**src/rtl/skip_seq_pkg.sv**
```systemverilog
package skip_seq_pkg;
  typedef enum logic {
    SEQ_RUN   = 1'b0,
    SEQ_ANNUL = 1'b1
  } seq_state_t;
endpackage

```
**src/rtl/skip_seq_fsm.sv**
```systemverilog
module skip_seq_fsm
  import skip_seq_pkg::*;
(
  input  logic clk,
  input  logic rst_n,
  input  logic accept,
  input  logic is_skip,
  input  logic cond,
  input  logic is_prefix,
  output logic annul_now,
  output logic start_skip,
  output logic bump
);
  seq_state_t state_q, state_d;

  assign annul_now  = (state_q == SEQ_ANNUL);
  assign start_skip = accept && !annul_now && is_skip && cond;
  assign bump       = accept && annul_now;

  always_comb begin
    state_d = state_q;
    if (accept) begin
      if (annul_now) begin
        if (!is_prefix) state_d = SEQ_RUN;
      end else if (is_skip && cond) begin
        state_d = SEQ_ANNUL;
      end
    end
  end

  always_ff @(posedge clk or negedge rst_n) begin
    if (!rst_n) state_q <= SEQ_RUN;
    else        state_q <= state_d;
  end

  // a non-prefix instruction ends the annulment, even a skip
  a_r3_clear_on_plain: assert property (@(posedge clk) disable iff (!rst_n)
    (annul_now && accept && !is_prefix) |=> !annul_now);
  // a prefix keeps the annulment alive
  a_r5_prefix_extends: assert property (@(posedge clk) disable iff (!rst_n)
    (annul_now && accept && is_prefix) |=> annul_now);
  // an unsquashed instruction without a true skip condition leaves the state idle
  a_r2_false_no_annul: assert property (@(posedge clk) disable iff (!rst_n)
    (!annul_now && accept && !(is_skip && cond)) |=> !annul_now);
  // without a transfer the state holds
  a_r8_hold_on_stall: assert property (@(posedge clk) disable iff (!rst_n)
    !accept |=> $stable(annul_now));
endmodule

```
**src/rtl/skip_seq_counter.sv**
```systemverilog
module skip_seq_counter #(
  parameter int CNT_W = 4
) (
  input  logic             clk,
  input  logic             rst_n,
  input  logic             load,
  input  logic             bump,
  output logic [CNT_W-1:0] count
);
  localparam logic [CNT_W-1:0] CNT_MAX = {CNT_W{1'b1}};
  localparam logic [CNT_W-1:0] CNT_ONE = {{(CNT_W-1){1'b0}}, 1'b1};

  logic [CNT_W-1:0] cnt_q;
  assign count = cnt_q;

  always_ff @(posedge clk or negedge rst_n) begin
    if (!rst_n)                        cnt_q <= '0;
    else if (load)                     cnt_q <= CNT_ONE;
    else if (bump && cnt_q != CNT_MAX) cnt_q <= cnt_q + CNT_ONE;
  end

  // a full counter stays full while annulled instructions keep arriving
  a_r9_saturate: assert property (@(posedge clk) disable iff (!rst_n)
    (bump && !load && cnt_q == CNT_MAX) |=> cnt_q == CNT_MAX);
  // no load and no bump, no change
  a_r8_cnt_hold: assert property (@(posedge clk) disable iff (!rst_n)
    (!bump && !load) |=> $stable(cnt_q));
endmodule

```
**src/rtl/skip_seq_fx_gate.sv**
```systemverilog
module skip_seq_fx_gate #(
  parameter int FX_W = 3
) (
  input  logic            squash,
  input  logic [FX_W-1:0] fx_in,
  output logic [FX_W-1:0] fx_out
);
  for (genvar g = 0; g < FX_W; g++) begin : g_lane
    assign fx_out[g] = fx_in[g] & ~squash;
  end

  // an annulled instruction carries no side effect
  always_comb begin
    a_r7_no_effect: assert (!(squash && (fx_out != '0)));
  end
endmodule

```
**src/rtl/skip_seq_top.sv**
```systemverilog
module skip_seq_top #(
  parameter int FX_W  = 3,
  parameter int CNT_W = 4
) (
  input  logic             clk,
  input  logic             rst_n,
  input  logic             in_valid,
  output logic             in_ready,
  input  logic             in_is_skip,
  input  logic             in_cond,
  input  logic             in_is_prefix,
  input  logic [FX_W-1:0]  in_fx,
  output logic             out_valid,
  input  logic             out_ready,
  output logic             out_squash,
  output logic [FX_W-1:0]  out_fx,
  output logic             skip_busy,
  output logic [CNT_W-1:0] skip_cycles
);
  logic accept, annul_now, start_skip, bump;

  assign in_ready   = out_ready;
  assign out_valid  = in_valid;
  assign accept     = in_valid && out_ready;
  assign out_squash = annul_now && in_valid;
  assign skip_busy  = annul_now;

  skip_seq_fsm u_fsm (
    .clk        (clk),
    .rst_n      (rst_n),
    .accept     (accept),
    .is_skip    (in_is_skip),
    .cond       (in_cond),
    .is_prefix  (in_is_prefix),
    .annul_now  (annul_now),
    .start_skip (start_skip),
    .bump       (bump)
  );

  skip_seq_counter #(.CNT_W(CNT_W)) u_cnt (
    .clk   (clk),
    .rst_n (rst_n),
    .load  (start_skip),
    .bump  (bump),
    .count (skip_cycles)
  );

  skip_seq_fx_gate #(.FX_W(FX_W)) u_fx (
    .squash (out_squash),
    .fx_in  (in_fx),
    .fx_out (out_fx)
  );

  // a squashed skip never restarts the count
  a_r6_squashed_skip_inert: assert property (@(posedge clk) disable iff (!rst_n)
    (out_squash && accept && in_is_skip && in_cond && !in_is_prefix) |=> !skip_busy);
  // an idle prefix passes through unannulled
  always_comb begin
    a_r10_idle_prefix: assert (!(in_valid && !skip_busy && out_squash));
  end
endmodule

```
**config.mk**
```make
export PLATFORM = sky130hd
export DESIGN_NAME = skip_seq_top
export DESIGN_NICKNAME = d
export VERILOG_FILES = /design/src/rtl/skip_seq_pkg.sv /design/src/rtl/skip_seq_fsm.sv /design/src/rtl/skip_seq_counter.sv /design/src/rtl/skip_seq_fx_gate.sv /design/src/rtl/skip_seq_top.sv
export SDC_FILE = /design/constraint.sdc
export NUM_CORES = 1
export LEC_CHECK = 0
export CAP_MARGIN = 10
export CORE_AREA = 2 2 39 41
export DETAILED_ROUTE_END_ITERATION = 10
export DIE_AREA = 0 0 41 43
export PLACE_DENSITY = 0.68
export SLEW_MARGIN = 20
export SYNTH_ARGS = -nofsm -noshare
export SYNTH_HDL_FRONTEND = slang
export SYNTH_SLANG_ARGS = --single-unit
```
**constraint.sdc**
```tcl
create_clock -name clk -period 1.7 [get_ports clk]
set_input_delay 0.17 -clock clk [delete_from_list [all_inputs] [get_ports clk]]
set_output_delay 0.17 -clock clk [all_outputs]
set_load 0.01 [all_outputs]
```
* Word level (Yosys, flattened, before mapping)
Index checks and enable logic that the tools add are counted.
** Storage, ports and cells
- Register bits :: 5
- Output and inout port bits :: 11
- Word-level logic and storage cells :: 23
** Operators by class
- $add $sub $neg :: 1
- Equality and inequality tests :: 1
- Mux-type cells :: 5
- Bitwise logic cells :: 4
- Reductions and logical operators :: 10
** Operator list (number)
- $logic_and A1 B1 Y1 :: 8
- $mux W4 :: 2
- $add A4 B1 Y4 const B :: 1
- $ne A4 B4 Y1 const B :: 1
- $and A1 B1 Y1 :: 3
- $mux W1 :: 3
- $reduce_bool A2 Y1 :: 1
- $logic_not A1 Y1 :: 1
- $not A1 Y1 :: 1

* Logic depth before layout (Yosys ltp)
- Depth in word-level cells :: 5
- Depth in mapped cells :: 4
- Depth with buffers taken out :: 4

* Hierarchy
From an unflattened synthesis, not the netlist that was laid out.
** Unflattened totals
- Cells, all modules :: 34
- Area, all modules :: 327.8 µm²
** Modules (own cells, without submodules)
- skip_seq_counter :: instances 1, cells an instance 20, area each 220.2 µm², seq. area each 100.1 µm²
- skip_seq_fsm :: instances 1, cells an instance 7, area each 61.3 µm², seq. area each 25.0 µm²
- skip_seq_top :: instances 1, cells an instance 4, area each 27.5 µm², seq. area each 0.0 µm²
- skip_seq_fx_gate :: instances 1, cells an instance 3, area each 18.8 µm², seq. area each 0.0 µm²

* Worst setup path after synthesis
Ideal clock, no wire load.
- Path type :: flip-flop to flip-flop
- From :: reg u_cnt.cnt_q[0] (netlist: u_cnt.count[0])
- To :: reg u_cnt.cnt_q[0] (netlist: u_cnt.count[0])
- Arrival time :: 1.176 ns
- Data required time :: 1.631 ns
- Path slack :: 0.455 ns
- Cell stages (with the launch flop) :: 5
- Buffers on the path :: 0
- Clock period less this slack :: 1.245 ns
- Cells stage by stage :: dfrtp_1 ha_1 and3_1 or3_1 nand3_1
** On the way
- Word-level cells in the longest chain between the ends :: 3
- Elaborated cells between the ends (all ways) :: 6
- Classes of those cells :: add/sub (1); eq/ne (1); mux (2); reduce/logical (2)
** Ends and longest elaborated chain
- start: declaration :: line skip_seq_counter.sv:13 : logic [CNT_W-1:0] cnt_q;
- start signal: assignment :: line skip_seq_counter.sv:19 : else if (bump && cnt_q != CNT_MAX) cnt_q <= cnt_q + CNT_ONE;
- $add A4 B1 Y4 or $ne A4 B4 Y1 (tied branches) :: line skip_seq_counter.sv:19
- $mux W4 or $logic_and A1 B1 Y1 (tied branches) :: line skip_seq_counter.sv:19
- $mux W4 or $reduce_bool A2 Y1 (tied branches)
Several ways; a longest one is shown, not always the timed one. The select of a mux whose other input is x is not followed.
A chain may end at the register's enable or synchronous reset.

* Worst setup path in the final report
- From :: reg u_fsm.state_q (netlist: u_fsm.annul_now)
- To :: out out_fx[0]
** On the way
- Word-level cells in the longest chain between the ends :: 3
** Ends and longest elaborated chain
- start: declaration :: line skip_seq_fsm.sv:14 : seq_state_t state_q, state_d;
- start signal: assignment :: line skip_seq_fsm.sv:33 : else state_q <= state_d;
- $logic_and A1 B1 Y1 :: line skip_seq_top.sv:25 : assign out_squash = annul_now && in_valid;
- $not A1 Y1 :: line skip_seq_fx_gate.sv:9 : assign fx_out[g] = fx_in[g] & ~squash;
- $and A1 B1 Y1 :: line skip_seq_fx_gate.sv:9
- end: declaration :: line skip_seq_top.sv:16 : output logic [FX_W-1:0] out_fx,
Every way passes these cells.

==> impl_results.md <==
* Drt initial violations at 5
* Fin. max-slew vios at 0
* Vias in the first global route at 307
* WL/cell at 10.8 µm
* Cell with the most instances after synthesis: dfrtp_1
* CTS max path bufs at 2
* Cts hold-fix bufs at 0
* Pre-antenna DRT Iters at 4
* Top-area cell type share of the netlist area at 0.392
* Layout cells sized above 1 at 0.150
* Setup_tns at 0 ns
* Leak at 0.000241 µW
* Ys Warns at 0
* Worst path bufs/invs at 1
* Status: complete, no violations
* RSZ-0062 raised after global routing: false
* Area grow syn2layout at 75.3%
* Largest net degree at the start of global routing at 8
* H-tree depth at 1
* CP top delay family: buffers and inverters
* DRT met1 WL at 368 µm
* Synth top area cells: dfrtp_1 39%, nand3_1 6.3%, and2_1 5.9%, a21oi_1 4.7%, o21ai_0 4.7%
* Number of flops mapped to enable cells by yosys at 0
* Placed Cells at 72
* Worst reg2reg endpoint: u_cnt.count[0]
* Ant. Diodes at 0
* Vias per cell at 4.53
* DRT antenna net count at 0
* Via count at 344
* Worst path slowest cell: clkdlybuf4s50_1
* Worst-margin pin slew at 0.432 ns
* Fin. Hold Viols at 0
* CP required at 1.53 ns
* Final worst path period share at 0.958
* Sequential fraction of the synthesis area at 0.392
* Number of port buffers at 20
* Drt drc at 0
* Count of cell types in the netlist at 17
* Fin nets at 72
* Reg clk slew, reported paths at 0.04 ns
* DIE AREA at 1760 µm²
* Setup CP Type: flop to output pin
* R2r setup slk at 0.41 ns
* Total power per unit cell area at 1060 nW/µm²
* Crit end category: output pin
* Post-CTS Setup Inserts at 0
* Slew HR at 0.710
* Worst r2r src: u_cnt.count[0]
* Synth area leader: dfrtp_1
* Arr. time, crit path at 1.46 ns
* Rows at 14
* Core ar. at 1380 µm²
* Post-synth top cells: 5 x dfrtp_1, 4 x nand2_1, 4 x nand3_1
* Starting Density at 0.231
* Cts repair resizes at 0
* Max IR drop VDD at 704 µV
* Synth Register Bits at 5
* Final instance area at 559 µm²
* Syn Area/Cell at 8.62 µm²
* Post-DP Area at 532 µm²
* Cell chosen for the clock root: clkbuf_4
* IO Pins at 21
* Main synth FF type: dfrtp_1
* DP HPWL at 637 µm
* Worst hold-check path type: input port to async pin
* Die Ht at 43 µm
* Routed WL at 824 µm
* Initial antenna violation count at 0
* Critical path launch point type: flop
* Total CTS buffers at 3
* Clock skew at 0.00460 ns
* Synth Instances at 37
* Async set-reset flop share out of synthesis at 1.00
* First-pass GRT wire length at 1240 µm
* CP Cell Sequence: nand2_1, and2_1, clkdlybuf4s50_1
* Maxcap violations at 0
* Largest stage delay, worst path at 0.53 ns
* Routed met3 length at 64 µm
* Hold slack at 0.152 ns
* Max frequency at 614 MHz
* Sink Count at 5
* Top sig layer: met4
* GRT overflow at 0
* Layout Utilization at 0.404
* Die Wd at 41 µm
* Cell Area, Synth at 319 µm²
* CP max FO at 7
* Final number of setup-violating endpoints at 0
* FF-to-FF path depth at 4
* CTS tree: built
* Total track usage at 0.110
* WL met2 at 385 µm
* Syn Nets at 48
* Post-Layout Cell Count at 76
* Minimum clock period at 1.63 ns
* Final GP Congestion at 0.752
* Clk_lat worst skew at 0.24 ns
==> cell usage in the layout, fill, tap and decap left out <==
master           count
nand3_2              1
dfrtp_2              1
dfrtp_1              4
nor3_2               1
and3_1               2
nor3_1               1
nand2_1              4
nand3_1              4
a31o_2               1
ha_1                 1
clkbuf_4             3
buf_4                1
a21oi_1              3
o21ai_0              3
clkbuf_1             1
and2_1               3
inv_1                2
and4_1               1
clkdlybuf4s50_1     20
or3_1                2
and3_2               1
==> worst max path at each step <==
stage                         start             end  slack, ns  cells after the start
CTS                 u_fsm.annul_now       out_fx[0]       0.04                      3
global route        u_fsm.annul_now       out_fx[1]      0.001                      3
floorplan            u_cnt.count[0]  u_cnt.count[0]       0.45                      4
finish              u_fsm.annul_now       out_fx[0]       0.07                      3
global placement           in_valid       out_fx[1]       0.16                      4
detailed placement         in_valid       out_fx[0]       0.15                      4
==> worst register-to-register path: stages (launching register included) <==
cell     delay [ns]
dfrtp_1        0.40
ha_1           0.25
and3_1         0.17
or3_1          0.30
nand3_1        0.09
==> cell type report <==
class                           count  area (µm²)
Multi-Input combinational cell     28         171
Clock buffer                        4        26.3
Inverter                            2        7.51
Sequential cell                     5         126
Tap cell                           16        20.0
Timing Repair Buffer               21         208
Fill cell                         135         825
==> stage by stage <==
stage,power [µW],setup slack [ns]
global placement,452,0.163
detailed placement,458,0.146
CTS,605,0.0425
finish,594,0.0712
floorplan,310,0.455
global route,640,0.00101
==> metal layers <==
metal  global-route usage  up-vias
met4               0.0400        0
met5                    0        -
met1                0.129      155
met2                0.141       11
li1                     -      176
met3               0.0942        2
==> kinds of logic (layout without fill, tap and decap cells) <==
kind of cell	Yosys count	after routing	share of synthesized area
buf+inv	4	27	0.0706
flops	5	5	0.392
compound gates	7	7	0.122
fa+ha+maj	1	1	0.0392
simple gates	20	20	0.376
==> flip-flops by register name, summed over array words and instances, names as in the netlist <==
name / cells
u_cnt.count: 4
u_fsm.annul_now: 1
==> report_power, final <==
part	leakage, µW	total, µW	switching, µW	internal, µW
Sequential	0.0000618	206	46.3	160
Clock	0.0000150	137	48.8	88.7
Combinational	0.000165	250	101	149
(Power assumes the default switching activity.)
